`src/rtl/cfg_unlock_pkg.sv`:
```
package cfg_unlock_pkg;
  localparam int unsigned DATA_W = 8;
  localparam int unsigned SEL_W  = 3;
  localparam int unsigned IRQ_W  = 3;

  typedef struct packed {
    logic             en;
    logic [SEL_W-1:0] sel;
    logic [IRQ_W-1:0] irq;
  } cfg_t;
endpackage

```
`src/rtl/cfg_key_tracker.sv`:
```
module cfg_key_tracker #(
  parameter int unsigned AW = 16,
  parameter int unsigned KEY_LEN = 5,
  parameter logic [KEY_LEN-1:0][7:0] KEY = {8'hA6, 8'hAE, 8'hC5, 8'hB9, 8'h59},
  parameter logic [AW-1:0] OPEN_PORT = 16'h0779,
  parameter logic [AW-1:0] CFG_PORT  = 16'h0379
) (
  input  logic          clk_i,
  input  logic          rst_ni,
  input  logic          wr_i,
  input  logic [AW-1:0] addr_i,
  input  logic [7:0]    data_i,
  output logic          cfg_stb_o
);
  localparam int unsigned POS_W = $clog2(KEY_LEN + 1);
  localparam logic [POS_W-1:0] POS_DONE = POS_W'(KEY_LEN);

  logic [POS_W-1:0] pos_q;
  logic             open_wr, cfg_wr, key_match;

  assign open_wr   = wr_i && (addr_i == OPEN_PORT);
  assign cfg_wr    = wr_i && (addr_i == CFG_PORT);
  assign key_match = (pos_q < POS_DONE) && (data_i == KEY[pos_q]);
  assign cfg_stb_o = cfg_wr && (pos_q == POS_DONE);

  always_ff @(posedge clk_i or negedge rst_ni) begin
    if (!rst_ni) begin
      pos_q <= '0;
    end else if (open_wr) begin
      pos_q <= (data_i == KEY[0]) ? POS_W'(1) : '0;
    end else if (cfg_wr && pos_q != '0) begin
      if (pos_q == POS_DONE)  pos_q <= '0;
      else if (key_match)     pos_q <= pos_q + 1'b1;
      else                    pos_q <= '0;
    end
  end

  // a wrong config-port byte mid-key drops all progress
  a_r3_mismatch_abort: assert property (@(posedge clk_i) disable iff (!rst_ni)
    (cfg_wr && !open_wr && pos_q != '0 && pos_q != POS_DONE && data_i != KEY[pos_q]) |=> (pos_q == '0));

  // an accepted configuration byte consumes the unlock
  a_r6_cfg_consumes: assert property (@(posedge clk_i) disable iff (!rst_ni)
    cfg_stb_o |=> (pos_q == '0));

  // with no progress, config-port writes leave progress at zero
  a_r7_idle_ignore: assert property (@(posedge clk_i) disable iff (!rst_ni)
    (pos_q == '0 && !open_wr) |=> (pos_q == '0));
endmodule

```
`src/rtl/cfg_reg.sv`:
```
module cfg_reg
  import cfg_unlock_pkg::*;
(
  input  logic       clk_i,
  input  logic       rst_ni,
  input  logic       cfg_stb_i,
  input  logic [7:0] cfg_byte_i,
  output cfg_t       cfg_o
);
  cfg_t cfg_q;

  always_ff @(posedge clk_i or negedge rst_ni) begin
    if (!rst_ni) cfg_q <= '0;
    else if (cfg_stb_i) begin
      cfg_q.en  <= cfg_byte_i[7];
      cfg_q.irq <= cfg_byte_i[6:4];
      cfg_q.sel <= cfg_byte_i[2:0];
    end
  end

  assign cfg_o = cfg_q;

  // configuration only moves on an accepted byte
  a_r4_cfg_hold: assert property (@(posedge clk_i) disable iff (!rst_ni)
    !cfg_stb_i |=> $stable(cfg_q));

  // bit 7 clear turns decoding off
  a_r5_disable: assert property (@(posedge clk_i) disable iff (!rst_ni)
    (cfg_stb_i && !cfg_byte_i[7]) |=> !cfg_q.en);
endmodule

```
`src/rtl/cfg_io_window.sv`:
```
module cfg_io_window #(
  parameter int unsigned AW = 16,
  parameter int unsigned WIN_BYTES = 16,
  parameter int unsigned PROBE_OFS = 9
) (
  input  logic          clk_i,
  input  logic          rst_ni,
  input  logic          en_i,
  input  logic [AW-1:0] base_i,
  input  logic          wr_i,
  input  logic          rd_i,
  input  logic [AW-1:0] addr_i,
  input  logic [7:0]    data_i,
  output logic [7:0]    rdata_o
);
  logic [AW-1:0] ofs;
  logic          hit, probe_sel, probe_q;

  assign ofs       = addr_i - base_i;
  assign hit       = en_i && (ofs < AW'(WIN_BYTES));
  assign probe_sel = hit && (ofs == AW'(PROBE_OFS));

  always_ff @(posedge clk_i or negedge rst_ni) begin
    if (!rst_ni)                 probe_q <= 1'b0;
    else if (wr_i && probe_sel)  probe_q <= data_i[7];
  end

  always_comb begin
    rdata_o = 8'hFF;
    if (rd_i && hit) rdata_o = probe_sel ? {probe_q, 7'b0} : 8'h00;
  end

  // nothing but idle-bus value while decoding is off
  a_r9_idle_when_off: assert property (@(posedge clk_i) disable iff (!rst_ni)
    !en_i |-> (rdata_o == 8'hFF));

  // probe low bits never read back
  a_r10_probe_low_zero: assert property (@(posedge clk_i) disable iff (!rst_ni)
    (rd_i && probe_sel) |-> (rdata_o[6:0] == 7'b0));
endmodule

```
`src/rtl/cfg_unlock.sv`:
```
module cfg_unlock
  import cfg_unlock_pkg::*;
#(
  parameter int unsigned AW = 16,
  parameter int unsigned KEY_LEN = 5,
  parameter logic [KEY_LEN-1:0][7:0] KEY = {8'hA6, 8'hAE, 8'hC5, 8'hB9, 8'h59},
  parameter logic [AW-1:0] OPEN_PORT = 16'h0779,
  parameter logic [AW-1:0] CFG_PORT  = 16'h0379,
  parameter logic [(1<<SEL_W)-1:0][AW-1:0] BASE_TABLE = {
    16'h0350, 16'h0348, 16'h0340, 16'h0330,
    16'h0310, 16'h0300, 16'h0290, 16'h0280},
  parameter int unsigned WIN_BYTES = 16,
  parameter int unsigned PROBE_OFS = 9
) (
  input  logic          clk_i,
  input  logic          rst_ni,
  input  logic          io_wr_i,
  input  logic          io_rd_i,
  input  logic [AW-1:0] io_addr_i,
  input  logic [7:0]    io_wdata_i,
  output logic [7:0]    io_rdata_o,
  output logic          decode_en_o,
  output logic [AW-1:0] base_addr_o,
  output logic [2:0]    irq_code_o
);
  logic cfg_stb;
  cfg_t cfg;

  cfg_key_tracker #(
    .AW(AW), .KEY_LEN(KEY_LEN), .KEY(KEY),
    .OPEN_PORT(OPEN_PORT), .CFG_PORT(CFG_PORT)
  ) u_key (
    .clk_i, .rst_ni,
    .wr_i(io_wr_i), .addr_i(io_addr_i), .data_i(io_wdata_i),
    .cfg_stb_o(cfg_stb)
  );

  cfg_reg u_cfg (
    .clk_i, .rst_ni,
    .cfg_stb_i(cfg_stb), .cfg_byte_i(io_wdata_i),
    .cfg_o(cfg)
  );

  assign decode_en_o = cfg.en;
  assign base_addr_o = BASE_TABLE[cfg.sel];
  assign irq_code_o  = cfg.irq;

  cfg_io_window #(.AW(AW), .WIN_BYTES(WIN_BYTES), .PROBE_OFS(PROBE_OFS)) u_win (
    .clk_i, .rst_ni,
    .en_i(cfg.en), .base_i(base_addr_o),
    .wr_i(io_wr_i), .rd_i(io_rd_i), .addr_i(io_addr_i), .data_i(io_wdata_i),
    .rdata_o(io_rdata_o)
  );
endmodule

```
`config.mk`:
```
export PLATFORM = sky130hd
export DESIGN_NAME = cfg_unlock
export DESIGN_NICKNAME = d
export VERILOG_FILES = /design/src/rtl/cfg_unlock_pkg.sv /design/src/rtl/cfg_key_tracker.sv /design/src/rtl/cfg_reg.sv /design/src/rtl/cfg_io_window.sv /design/src/rtl/cfg_unlock.sv
export SDC_FILE = /design/constraint.sdc
export NUM_CORES = 1
export LEC_CHECK = 0
export BUFFER_PORTS_ARGS = -buffer_cell sky130_fd_sc_hd__buf_2
export CAP_MARGIN = 25
export CELL_PAD_IN_SITES_DETAIL_PLACEMENT = 1
export CELL_PAD_IN_SITES_GLOBAL_PLACEMENT = 2
export CORE_ASPECT_RATIO = 1.4
export CORE_MARGIN = 3
export CORE_UTILIZATION = 31
export CTS_CLUSTER_SIZE = 8
export DETAILED_ROUTE_END_ITERATION = 6
export PLACE_DENSITY_LB_ADDON = 0.1
export SYNTH_ARGS = -nofsm -noshare
export SYNTH_HDL_FRONTEND = slang
export SYNTH_HIERARCHICAL = 1
export SYNTH_SLANG_ARGS = --single-unit
```
`constraint.sdc`:
```
create_clock -name clk_i -period 4.6 [get_ports clk_i]
set_input_delay 0.69 -clock clk_i [delete_from_list [all_inputs] [get_ports clk_i]]
set_output_delay 0.69 -clock clk_i [all_outputs]
set_load 0.01 [all_outputs]
```
---- Word-level counts from Yosys, hierarchy flattened ----
Memories as Yosys holds them, arrays and structs flattened.
Index checks and enable logic that the tools add are counted.
storage, ports and cells
  flip-flop bits (word level) ............. 11
  memory bits (read-only) ................. 192
  bits of input ports ..................... 28
  output and inout bits ................... 28
  logic and storage cells ................. 39
  memories kept ........................... 2
memories
  memory           depth  width  read ports  clocked after memory_dff  write ports  RTL line               source
  (no name shown)  8      16     1           0                         0            cfg_unlock.sv:45       assign base_addr_o = BASE_TABLE[cfg.sel];
  (no name shown)  8      8      1           0                         0            cfg_key_tracker.sv:23  assign key_match = (pos_q < POS_DONE) && (data_i == KEY[pos_q]);
cells by class
  add/sub/neg operators ................... 2
  magnitude comparators ................... 4
  equality and inequality tests ........... 6
  multiplexer cells ....................... 9
  reductions and logical operators ........ 11
operators with widths
  kind                                                  count
  2-to-1 mux 8 bit                                      3
  == test 16 x 10 -> 1 bit (second input constant)      1
  == test 16 x 11 -> 1 bit (second input constant)      1
  == test 16 x 4 -> 1 bit (second input constant)       1
  < comparator 16 x 5 -> 1 bit (second input constant)  1
  2-to-1 mux 16 bit                                     1
  subtractor 16 bit                                     1
  2-to-1 mux 3 bit                                      4
  logical AND 1 bit                                     9
  == test 8 x 7 -> 1 bit (second input constant)        1
  == test 8 bit                                         1
  < comparator 3 x 4 -> 1 bit (second input constant)   2
  adder 3 x 1 -> 3 bit (second input constant)          1
  == test 3 bit (second input constant)                 1
  < comparator 3 bit (second input constant)            1
  nonzero test 3 bit                                    1
  nonzero test 2 bit                                    1
  2-to-1 mux 1 bit                                      1

---- Longest topological paths before layout ----
Gate-level depths: netlist of run 1.
  depth after elaboration ................. 8
  depth in mapped cells ................... 14
  depth with buffers taken out ............ 12

---- By module ----
Netlist of run 1, hierarchy kept.
by module, submodules not included
  module           instances  cells an instance  area an instance (um^2)  seq. area each (um^2)
  cfg_io_window    1          178                1214.9                   25.0
  cfg_key_tracker  1          60                 496.7                    75.1
  cfg_reg          1          15                 291.5                    175.2
  cfg_unlock       1          23                 171.4                    0.0

---- Worst setup path after synthesis of run 1 ----
Ideal clock, no wire load.
  path type ............................... reg-to-output
  start point ............................. reg u_cfg.cfg_q (netlist bit u_cfg/cfg_o[3])
  end point ............................... out io_rdata_o[1]
  data arrival time ....................... 2.939 ns
  required time ........................... 3.910 ns
  setup slack ............................. 0.971 ns
  cell stages (with the launch flop) ...... 14
  cell sequence ........................... dfrtp_1 inv_1 ha_1 mux2i_1 inv_1 ha_1 buf_4 a21oi_1 nand2_1 o21ai_0 mux2i_1 o221a_2 nand3_1 buf_4
on the way
  word-level cells in the longest chain between the ends .. 7
ends and longest elaborated chain
  item                                     RTL line             source
  from (decl)                              cfg_reg.sv:10        cfg_t cfg_q;
  memory (8 x 16 bit)                      -
  2-to-1 mux 16 bit (not written as such)  cfg_unlock.sv:45
  net base_addr_o[4]                       cfg_unlock.sv:23     output logic [AW-1:0] base_addr_o,
  subtractor 16 bit                        cfg_io_window.sv:19  assign ofs = addr_i - base_i;
  < comparator 16 x 5 -> 1 bit             cfg_io_window.sv:20  assign hit = en_i && (ofs < AW'(WIN_BYTES));
  logical AND 1 bit                        cfg_io_window.sv:20
  logical AND 1 bit                        cfg_io_window.sv:30  if (rd_i && hit) rdata_o = probe_sel ? {probe_q, 7'b0} : 8'h00;
  2-to-1 mux 8 bit                         cfg_io_window.sv:30
  to (decl)                                cfg_unlock.sv:21     output logic [7:0] io_rdata_o,
The timed path passes the listed nets, and every way through them passes these cells. The select of a mux whose other input is x is not followed.

---- Worst setup path in the final report of run 1 ----
  start point ............................. reg u_cfg.cfg_q (netlist bit u_cfg/cfg_o[4])
  end point ............................... out io_rdata_o[5]
on the way
  word-level cells in the longest chain between the ends .. 7
ends and longest elaborated chain
  item                                     RTL line
  memory (8 x 16 bit)                      -
  2-to-1 mux 16 bit (not written as such)  cfg_unlock.sv:45
  subtractor 16 bit                        cfg_io_window.sv:19
  < comparator 16 x 5 -> 1 bit             cfg_io_window.sv:20
  logical AND 1 bit                        cfg_io_window.sv:20
  logical AND 1 bit                        cfg_io_window.sv:30
  2-to-1 mux 8 bit                         cfg_io_window.sv:30
Every way passes these cells. The select of a mux whose other input is x is not followed.

==> results.json, run 1 <==
{
  "status": "completed",
  "dpl.hpwl_mm": 5.65,
  "period_share_pct": 89.6,
  "r2r.worst_path.cells": 12,
  "fin_hold_ws_ps": 314,
  "synth-edff-count": 0,
  "multi_input_area_um2": 1700,
  "fin_cells": 414,
  "p_leak_nw": 1.11,
  "hold_viol_final": 0,
  "arrival_ps": 3430,
  "final.min_clock_period_ps": 4120,
  "coreArea_um2": 6700,
  "setup_viol": 0,
  "vias_per_cell": 5.09,
  "cts.clk_slew.worst_paths_ps": 60,
  "worstReg2RegEnd": "u_win/probe_q",
  "synthCells": 276,
  "max-vdd-ir-drop_v": 0.0000597,
  "vias": 2108,
  "stdcell_area_um2": 2470,
  "synthTopCellsByArea": "ha_1 15%, dfrtp_1 13%, buf_4 6.2%",
  "fmax_ghz": 0.243,
  "io_pins": 56,
  "areaGrowthSynthToFinish_pct": 13.4,
  "cp.depth": 12,
  "clkLatencyLatePin_ps": 250,
  "grt_pass1_wl_mm": 11.1,
  "cts.sinks": 11,
  "cts.path.max_buffers": 2,
  "start_util_pct": 32.5,
  "critPathBufInv": 3,
  "hold_class": "in -> async",
  "drt-pass1-iter-count": 4,
  "ys_seq_area_share_pct": 12.7,
  "finalSetupTns_ps": 0,
  "fin_ws_ps": 478,
  "cpPeakStageDelay_ps": 410,
  "async_flop_share_pct": 100,
  "antenna_cells": 0,
  "cts_setup_buffers": 0,
  "slowest_stage": "ha_1",
  "tritoncts": "yes",
  "top_layer": "met4",
  "die-area_um2": 8070,
  "critPathCaptureType": "output port",
  "netlist.area_leader.share_pct": 15.0,
  "synth_cell_type_count": 65,
  "worstPathRequired_ps": 3910,
  "power_density_nw_per_um2": 145,
  "placed_cell_area_um2": 2420,
  "r2r_slack_ps": 880,
  "cp_cell_sequence": "inv_1 -> ha_1 -> mux2i_1 -> inv_1 -> ha_1 -> a21oi_1 -> nand2_1 -> o21ai_0 -> mux2i_1 -> o221a_2 -> nand3_1 -> buf_2",
  "yosys_warnings": 6,
  "path_delay_family": "compound AO/OA/AOI/OAI gates",
  "cts_hold_buf": 0,
  "syn_avg_cell_area_um2": 7.88,
  "cp_max_fo": 9,
  "cts_root_buf": "clkbuf_8",
  "drive_gt1_share_pct": 22.7,
  "drc": 0,
  "ys.flop_type": "dfrtp_1",
  "dp_slack_ps": 665,
  "dp_cells": 410,
  "yosys_register_bits": 11,
  "netlist_area_um2": 2170,
  "dr_wl_met3_um": 159,
  "portBuffers": 45,
  "rsz0062_at_grt": "false",
  "drtAntennaViolNets": 0,
  "antenna_found_initial": 0,
  "grt_pass1_vias": 2209,
  "wl_per_cell_um": 15.9,
  "worstSetupPathType": "reg -> out",
  "globalRouteTotalUtil_pct": 17.0,
  "seqCellArea_um2": 275,
  "wl_met2_mm": 3.45,
  "wirelength_met1_mm": 2.84,
  "cap_violations": 0,
  "synth_top_area_cell": "ha_1",
  "nFillCells": 873,
  "routed_wirelength_mm": 6.57,
  "fin_skew_ps": 2.80,
  "gp_congestion": 0.779,
  "rows": 35,
  "finalMaxSlewViolations": 0,
  "overflow": 0,
  "grt_max_degree": 12,
  "cts-buffers-inserted": 3,
  "cts_resized": 0,
  "first_iter_violations": 62,
  "dieHeight_um": 105,
  "r2r_start": "u_cfg/cfg_o[4]",
  "fin_util_pct": 36.8,
  "htree_levels": 1,
  "power_mw": 0.358,
  "die_w_um": 76.8,
  "start_kind": "register",
  "nets": 378
}
synthesized netlist by cell type (all sizes together) (7+ instances only):
cell / number
o21ai: 19
nor3: 8
mux2: 8
o21a: 7
o211ai: 7
a21oi: 15
nand2: 21
ha: 26
inv: 28
dfrtp: 11
nor2: 11
buf: 21
final cells by class:
type	instances	share of cell area, %
multi-input cells	234	68.9
repair buffers	45	9.13
well taps	92	4.67
inverters	28	4.26
clock buffers	3	1.67
flip-flops and latches	11	11.2
clock inverters	1	0.203
cell families after synthesis:
family                     synth area share, %
adders and majority gates                 15.9
AOI/OAI and AO/OA                         25.0
other                                    0.345
xor gates and xnor gates                  2.82
muxes                                     6.27
DFF                                       12.7
buffers and inverters                     12.5
and+or+nand+nor                           24.6
cells in the final DEF (no fill, tap or decap), types with 2 or more instances in the layout:
cell type,count
nor3_1,8
buf_2,45
conb_1,21
nor4_1,2
nand2b_1,4
a21oi_1,14
a211oi_1,4
nor3b_1,3
or4b_1,2
xnor2_1,3
xor2_1,4
mux2_4,7
o21a_1,7
and2_1,2
o21ai_1,2
and3_1,3
or3_1,4
o22ai_1,5
and2_2,2
o211ai_1,7
a31oi_1,2
nand3_1,6
mux2i_1,2
ha_1,26
nor2b_1,4
inv_1,27
a31o_2,2
a21o_1,3
o311ai_0,2
a41o_1,2
nor2_1,11
nand2_1,21
o21ai_0,16
nand4b_1,4
clkbuf_8,3
or2_2,3
nand4_1,2
dfrtp_1,11
worst max path at each step:
stage	to	startpoint
finish	io_rdata_o[5]	u_cfg/cfg_o[4]
global route	io_rdata_o[0]	u_cfg/cfg_o[3]
CTS	io_rdata_o[4]	u_cfg/cfg_o[4]
detailed placement	io_rdata_o[4]	u_cfg/cfg_o[4]
global placement	io_rdata_o[5]	u_cfg/cfg_o[3]
floorplan	io_rdata_o[1]	u_cfg/cfg_o[3]
state kept, by name (all words and copies together), names as in the netlist:
| register | flops |
|---|---|
| u_cfg/cfg_o | 7 |
| u_key/pos_q | 3 |
| u_win/probe_q | 1 |
metal layers:
metal / up-vias / GRT usage [%]
met5: - / 0
li1: 1061 / -
met1: 1002 / 20.0
met4: 0 / 6.09
met2: 38 / 31.5
met3: 7 / 1.38
power breakdown:
group,switching (mW),leakage (nW),total [mW],internal (mW)
clock,0.0457,0.0255,0.106,0.0599
combinational,0.0954,0.937,0.156,0.0604
sequential,0.0000311,0.149,0.0968,0.0968
total,0.141,1.11,0.358,0.217
worst register-to-register path, stage by stage (launching register included):
cell	delay, ps
dfrtp_1	400
inv_1	80
ha_1	270
mux2i_1	180
inv_1	70
ha_1	470
o211a_4	220
o21ai_2	60
a41o_1	200
or4b_1	500
or4b_1	550
nor4_2	260
mux2_1	340
No activity file was read; power rests on OpenSTA's default activity.
==> inputs of run 2 (changes only) <==
clock period = 4.3 ns   (was 4.6 ns; I/O delays follow)
==> run 2 against run 1 <==
  * Die area unchanged
  * Via count rose by 1.0%
  * Non-clock buffer count stayed put
  * First-iteration DRC count fell by 27%
  * Clock power barely moved
  * Critical endpoint unchanged
==> results.json, run 2 (synthesis results as in run 1) <==
{
  "cp_max_fo": 9,
  "globalRouteTotalUtil_pct": 16.2,
  "grt_max_degree": 12,
  "vias": 2130,
  "placed_cell_area_um2": 2420,
  "first_iter_violations": 45,
  "io_pins": 56,
  "dieHeight_um": 105,
  "dp_cells": 410,
  "cts-buffers-inserted": 3,
  "max-vdd-ir-drop_v": 0.0000777,
  "vias_per_cell": 5.14,
  "cts.path.max_buffers": 2,
  "status": "completed",
  "clkLatencyLatePin_ps": 240,
  "final.min_clock_period_ps": 3950,
  "drtAntennaViolNets": 0,
  "fin_skew_ps": 3.16,
  "cts_root_buf": "clkbuf_8",
  "largest_register_ffs": 7,
  "gp_congestion": 0.775,
  "start_kind": "register",
  "fin_util_pct": 36.9,
  "cap_violations": 0,
  "fmax_ghz": 0.253,
  "gr-usage-met2_pct": 30.0,
  "period_share_pct": 91.8,
  "cts_setup_buffers": 0,
  "antenna_cells": 0,
  "htree_levels": 1,
  "grt.busiest_layer": "met2",
  "start_util_pct": 32.5,
  "portBuffers": 45,
  "wl_per_cell_um": 15.6,
  "rows": 35,
  "overflow": 0,
  "worstSetupPathType": "reg -> out",
  "r2r_start": "u_cfg/cfg_o[4]",
  "drc": 0,
  "dp_slack_ps": 414,
  "critPathCaptureType": "output port",
  "drt-pass1-iter-count": 4,
  "fin_cells": 414,
  "areaGrowthSynthToFinish_pct": 13.6,
  "power_density_nw_per_um2": 152,
  "tritoncts": "yes",
  "setup_viol": 0,
  "rsz0062_at_grt": "false",
  "hold_class": "in -> async",
  "grt_util_met1_pct": 19.2,
  "cts_hold_buf": 0,
  "cts.sinks": 11,
  "fin_ws_ps": 354,
  "arrival_ps": 3300,
  "stdcell_area_um2": 2470,
  "die_w_um": 76.8,
  "die-area_um2": 8070,
  "met3_usage_pct": 1.47,
  "hold_viol_final": 0,
  "crit_start": "u_cfg/cfg_o[4]",
  "drive_gt1_share_pct": 23.0,
  "p_leak_nw": 1.11,
  "coreArea_um2": 6700,
  "cts.clk_slew.worst_paths_ps": 50,
  "nets": 378,
  "routed_wirelength_mm": 6.46,
  "final_cell_mix": "45 x buf_2, 27 x inv_1, 25 x ha_1, 21 x conb_1, 21 x nand2_1",
  "dpl.hpwl_mm": 5.55,
  "final_common_cell": "buf_2",
  "antenna_found_initial": 0,
  "cts_resized": 0,
  "grt_pass1_vias": 2133,
  "finalSetupTns_ps": 0,
  "grt_pass1_wl_mm": 10.7,
  "finalMaxSlewViolations": 0,
  "worstPathRequired_ps": 3650
}
run 2: cell types whose count changed in the layout (fill, tap and decap cells not counted), sizes merged:
cell / before / now
clkinv: 1 / 0
clkbuf: 3 / 4
run 2: through the flow:
stage | hold WS [ps] | total power [mW]
after detailed placement | 493 | 0.271
after global placement | 495 | 0.270
after global routing | 288 | 0.406
after floorplan | 349 | 0.227
final | 280 | 0.375
after CTS | 283 | 0.378
run 2: worst paths after layout:
| kind | endpoint | slack, ps | cells past startpoint |
|---|---|---|---|
| worst max-delay path | io_rdata_o[5] | 350 | 12 |
| worst min-delay path | u_key/pos_q[1] | 280 | 1 |
| worst max register to register | u_win/probe_q | 560 | 12 |
| worst min register to register | u_cfg/cfg_o[2] | 510 | 1 |
| max in group asynchronous | u_cfg/cfg_o[1] | 3800 | 1 |
| min in group clk_i | u_cfg/cfg_o[2] | 510 | 1 |
run 2: layout make-up:
type                    instances  area, um2
clock buffers                   4       45.0
fillers                       847       4230
inverters                      28        105
multi-input cells             234       1710
flip-flops and latches         11        275
well taps                      92        115
repair buffers                 45        225
run 2: worst max-delay path: stages, from the launching register on:
cell and delay [ps]:
dfrtp_1 390, inv_1 80, ha_1 270, mux2i_1 200, inv_1 70, ha_2 440, o211a_4 190, o21a_1 240
o21ai_0 210, a211oi_1 330, o221a_2 260, nand3_1 180, buf_2 200
run 2: metal layers:
layer / routed length (um) / part of all wire [%]
met1: 2850 / 44
met2: 3300 / 51
met3: 178 / 2.8
met4: 125 / 1.9
met5: 0 / 0
run 2: report_power, final:
part	internal [mW]	switching (mW)	leakage, nW
Clock	0.0652	0.0393	0.0228
Combinational	0.0650	0.101	0.936
Sequential	0.104	0.0000329	0.149
==> inputs of run 3 (changes only) <==
RECOVER_POWER = 25   (was unset)
==> run 3 against run 2 <==
  * Clock skew did not move
  * Final area barely moved
  * Non-clock buffer count did not move
  * Maximum frequency did not move
  * Sequential power barely moved
  * Worst hold slack improved by 130 ps
  * Combinational power barely moved
  * Count of clock-buffer cells in the layout did not move
  * Worst setup slack did not move
  * Cell count did not move
  * Via count did not move
  * Die area did not move
  * Critical endpoint unchanged
==> results.json, run 3 (synthesis results as in run 1) <==
{
  "status": "completed",
  "cts.path.max_buffers": 2,
  "final.min_clock_period_ps": 3950,
  "fin_skew_ps": 3.16,
  "areaGrowthSynthToFinish_pct": 13.6,
  "rsz0062_at_grt": "false",
  "cpPeakStageDelay_ps": 440,
  "path_delay_family": "compound AO/OA/AOI/OAI gates",
  "vias_per_cell": 5.14,
  "cts_hold_buf": 0,
  "io_pins": 56,
  "cts-buffers-inserted": 3,
  "cap_violations": 0,
  "worstMarginPinSlew_ps": 661,
  "cts_resized": 0,
  "arrival_ps": 3300,
  "antenna_found_initial": 0,
  "drtAntennaViolNets": 0,
  "start_kind": "register",
  "tritoncts": "yes",
  "cp_max_fo": 9,
  "hold_class": "in -> async",
  "fin_cells": 414,
  "dieHeight_um": 105,
  "start_util_pct": 32.5,
  "slowest_stage": "ha_2",
  "routed_wirelength_mm": 6.46,
  "grt_pass1_vias": 2133,
  "largest_register_ffs": 7,
  "die_w_um": 76.8,
  "max-vdd-ir-drop_v": 0.0000777,
  "die-area_um2": 8070,
  "dpl.hpwl_mm": 5.55,
  "grt_max_degree": 12,
  "power_density_nw_per_um2": 152,
  "placed_cell_area_um2": 2420,
  "vias": 2130,
  "dp_cells": 410,
  "stdcell_area_um2": 2470,
  "finalSetupTns_ps": 0,
  "fmax_ghz": 0.253,
  "fin_util_pct": 36.9,
  "r2r_slack_ps": 560,
  "hold_viol_final": 0,
  "drive_gt1_share_pct": 22.7,
  "coreArea_um2": 6700,
  "htree_levels": 1,
  "drc": 0,
  "antenna_cells": 0,
  "cts_setup_buffers": 0,
  "cts_root_buf": "clkbuf_8",
  "nFillCells": 848,
  "cp_cell_sequence": "inv_1 -> ha_1 -> mux2i_1 -> inv_1 -> ha_2 -> o211a_4 -> o21a_1 -> o21ai_0 -> a211oi_1 -> o221a_2 -> nand3_1 -> buf_2",
  "globalRouteTotalUtil_pct": 16.2,
  "rows": 35,
  "overflow": 0,
  "final_common_cell": "buf_2",
  "critPathBufInv": 3,
  "setup_viol": 0,
  "period_share_pct": 91.8,
  "gp_congestion": 0.775,
  "wl_per_cell_um": 15.6,
  "nets": 378,
  "final_cell_mix": "44 x buf_2, 27 x inv_1, 25 x ha_1, 21 x conb_1, 21 x nand2_1",
  "worstSetupPathType": "reg -> out",
  "seqCellArea_um2": 275,
  "worstPathRequired_ps": 3650,
  "cts.clk_slew.worst_paths_ps": 50,
  "p_leak_nw": 1.10,
  "first_iter_violations": 45,
  "drt-pass1-iter-count": 4,
  "grt_pass1_wl_mm": 10.7,
  "cts.sinks": 11,
  "portBuffers": 45,
  "clkLatencyLatePin_ps": 240,
  "multi_input_area_um2": 1710,
  "critPathCaptureType": "output port",
  "finalMaxSlewViolations": 0,
  "path_common_cell": "inv_1",
  "relSlewSlack_pct": 55.9
}
==> run 3: changes by cell type in the layout (fill, tap and decap cells not counted), sizes merged <==
| cell | delta |
|---|---|
| clkbuf | +1 |
| buf | -1 |
==> run 3: area by class of cell <==
cell class / instances / share of cell area (%)
sequential: 11 / 11.1
inverter: 28 / 4.26
timing repair buffer: 45 / 9.07
clock buffer: 4 / 1.82
multi-input combinational: 234 / 69.0
tap: 92 / 4.66
==> run 3: worst reg2reg max path, delay by kind of cell, from the launching register on <==
family	cells	cell delay, ps
AOI/OAI and AO/OA	3	450
adders and majority gates	2	710
buffers and inverters	2	150
DFF	1	390
muxes	2	550
and+or+nand+nor	3	1350
==> run 3: path summary, 6_finish.rpt <==
kind | to | from | cells past startpoint
max | io_rdata_o[5] | u_cfg/cfg_o[4] | 12
min | u_key/pos_q[1] | rst_ni | 1
max reg2reg | u_win/probe_q | u_cfg/cfg_o[4] | 12
min reg2reg | u_cfg/cfg_o[2] | u_cfg/cfg_o[2] | 1
max in group asynchronous | u_cfg/cfg_o[1] | rst_ni | 1
min in group clk_i | u_cfg/cfg_o[2] | u_cfg/cfg_o[2] | 1
==> run 3: through the flow <==
step | total power, mW | setup slack, ps | hold slack, ps
CTS | 0.378 | 147 | 283
global route | 0.406 | 22.7 | 456
detailed placement | 0.271 | 414 | 493
finish | 0.374 | 354 | 413
floorplan | 0.227 | 716 | 349
global placement | 0.270 | 493 | 495
==> run 3: routing by layer <==
layer | GRT usage, % | wire length [um] | vias to the layer above
li1 | - | - | 1065
met1 | 19.2 | 2850 | 1016
met2 | 30.0 | 3300 | 40
met3 | 1.47 | 178 | 9
met4 | 5.05 | 125 | 0
met5 | 0 | 0 | -
==> run 3: power by group <==
group,switching [mW],internal (mW),leakage [nW]
clock network,0.0393,0.0652,0.0228
logic,0.101,0.0649,0.933
registers,0.0000329,0.104,0.149
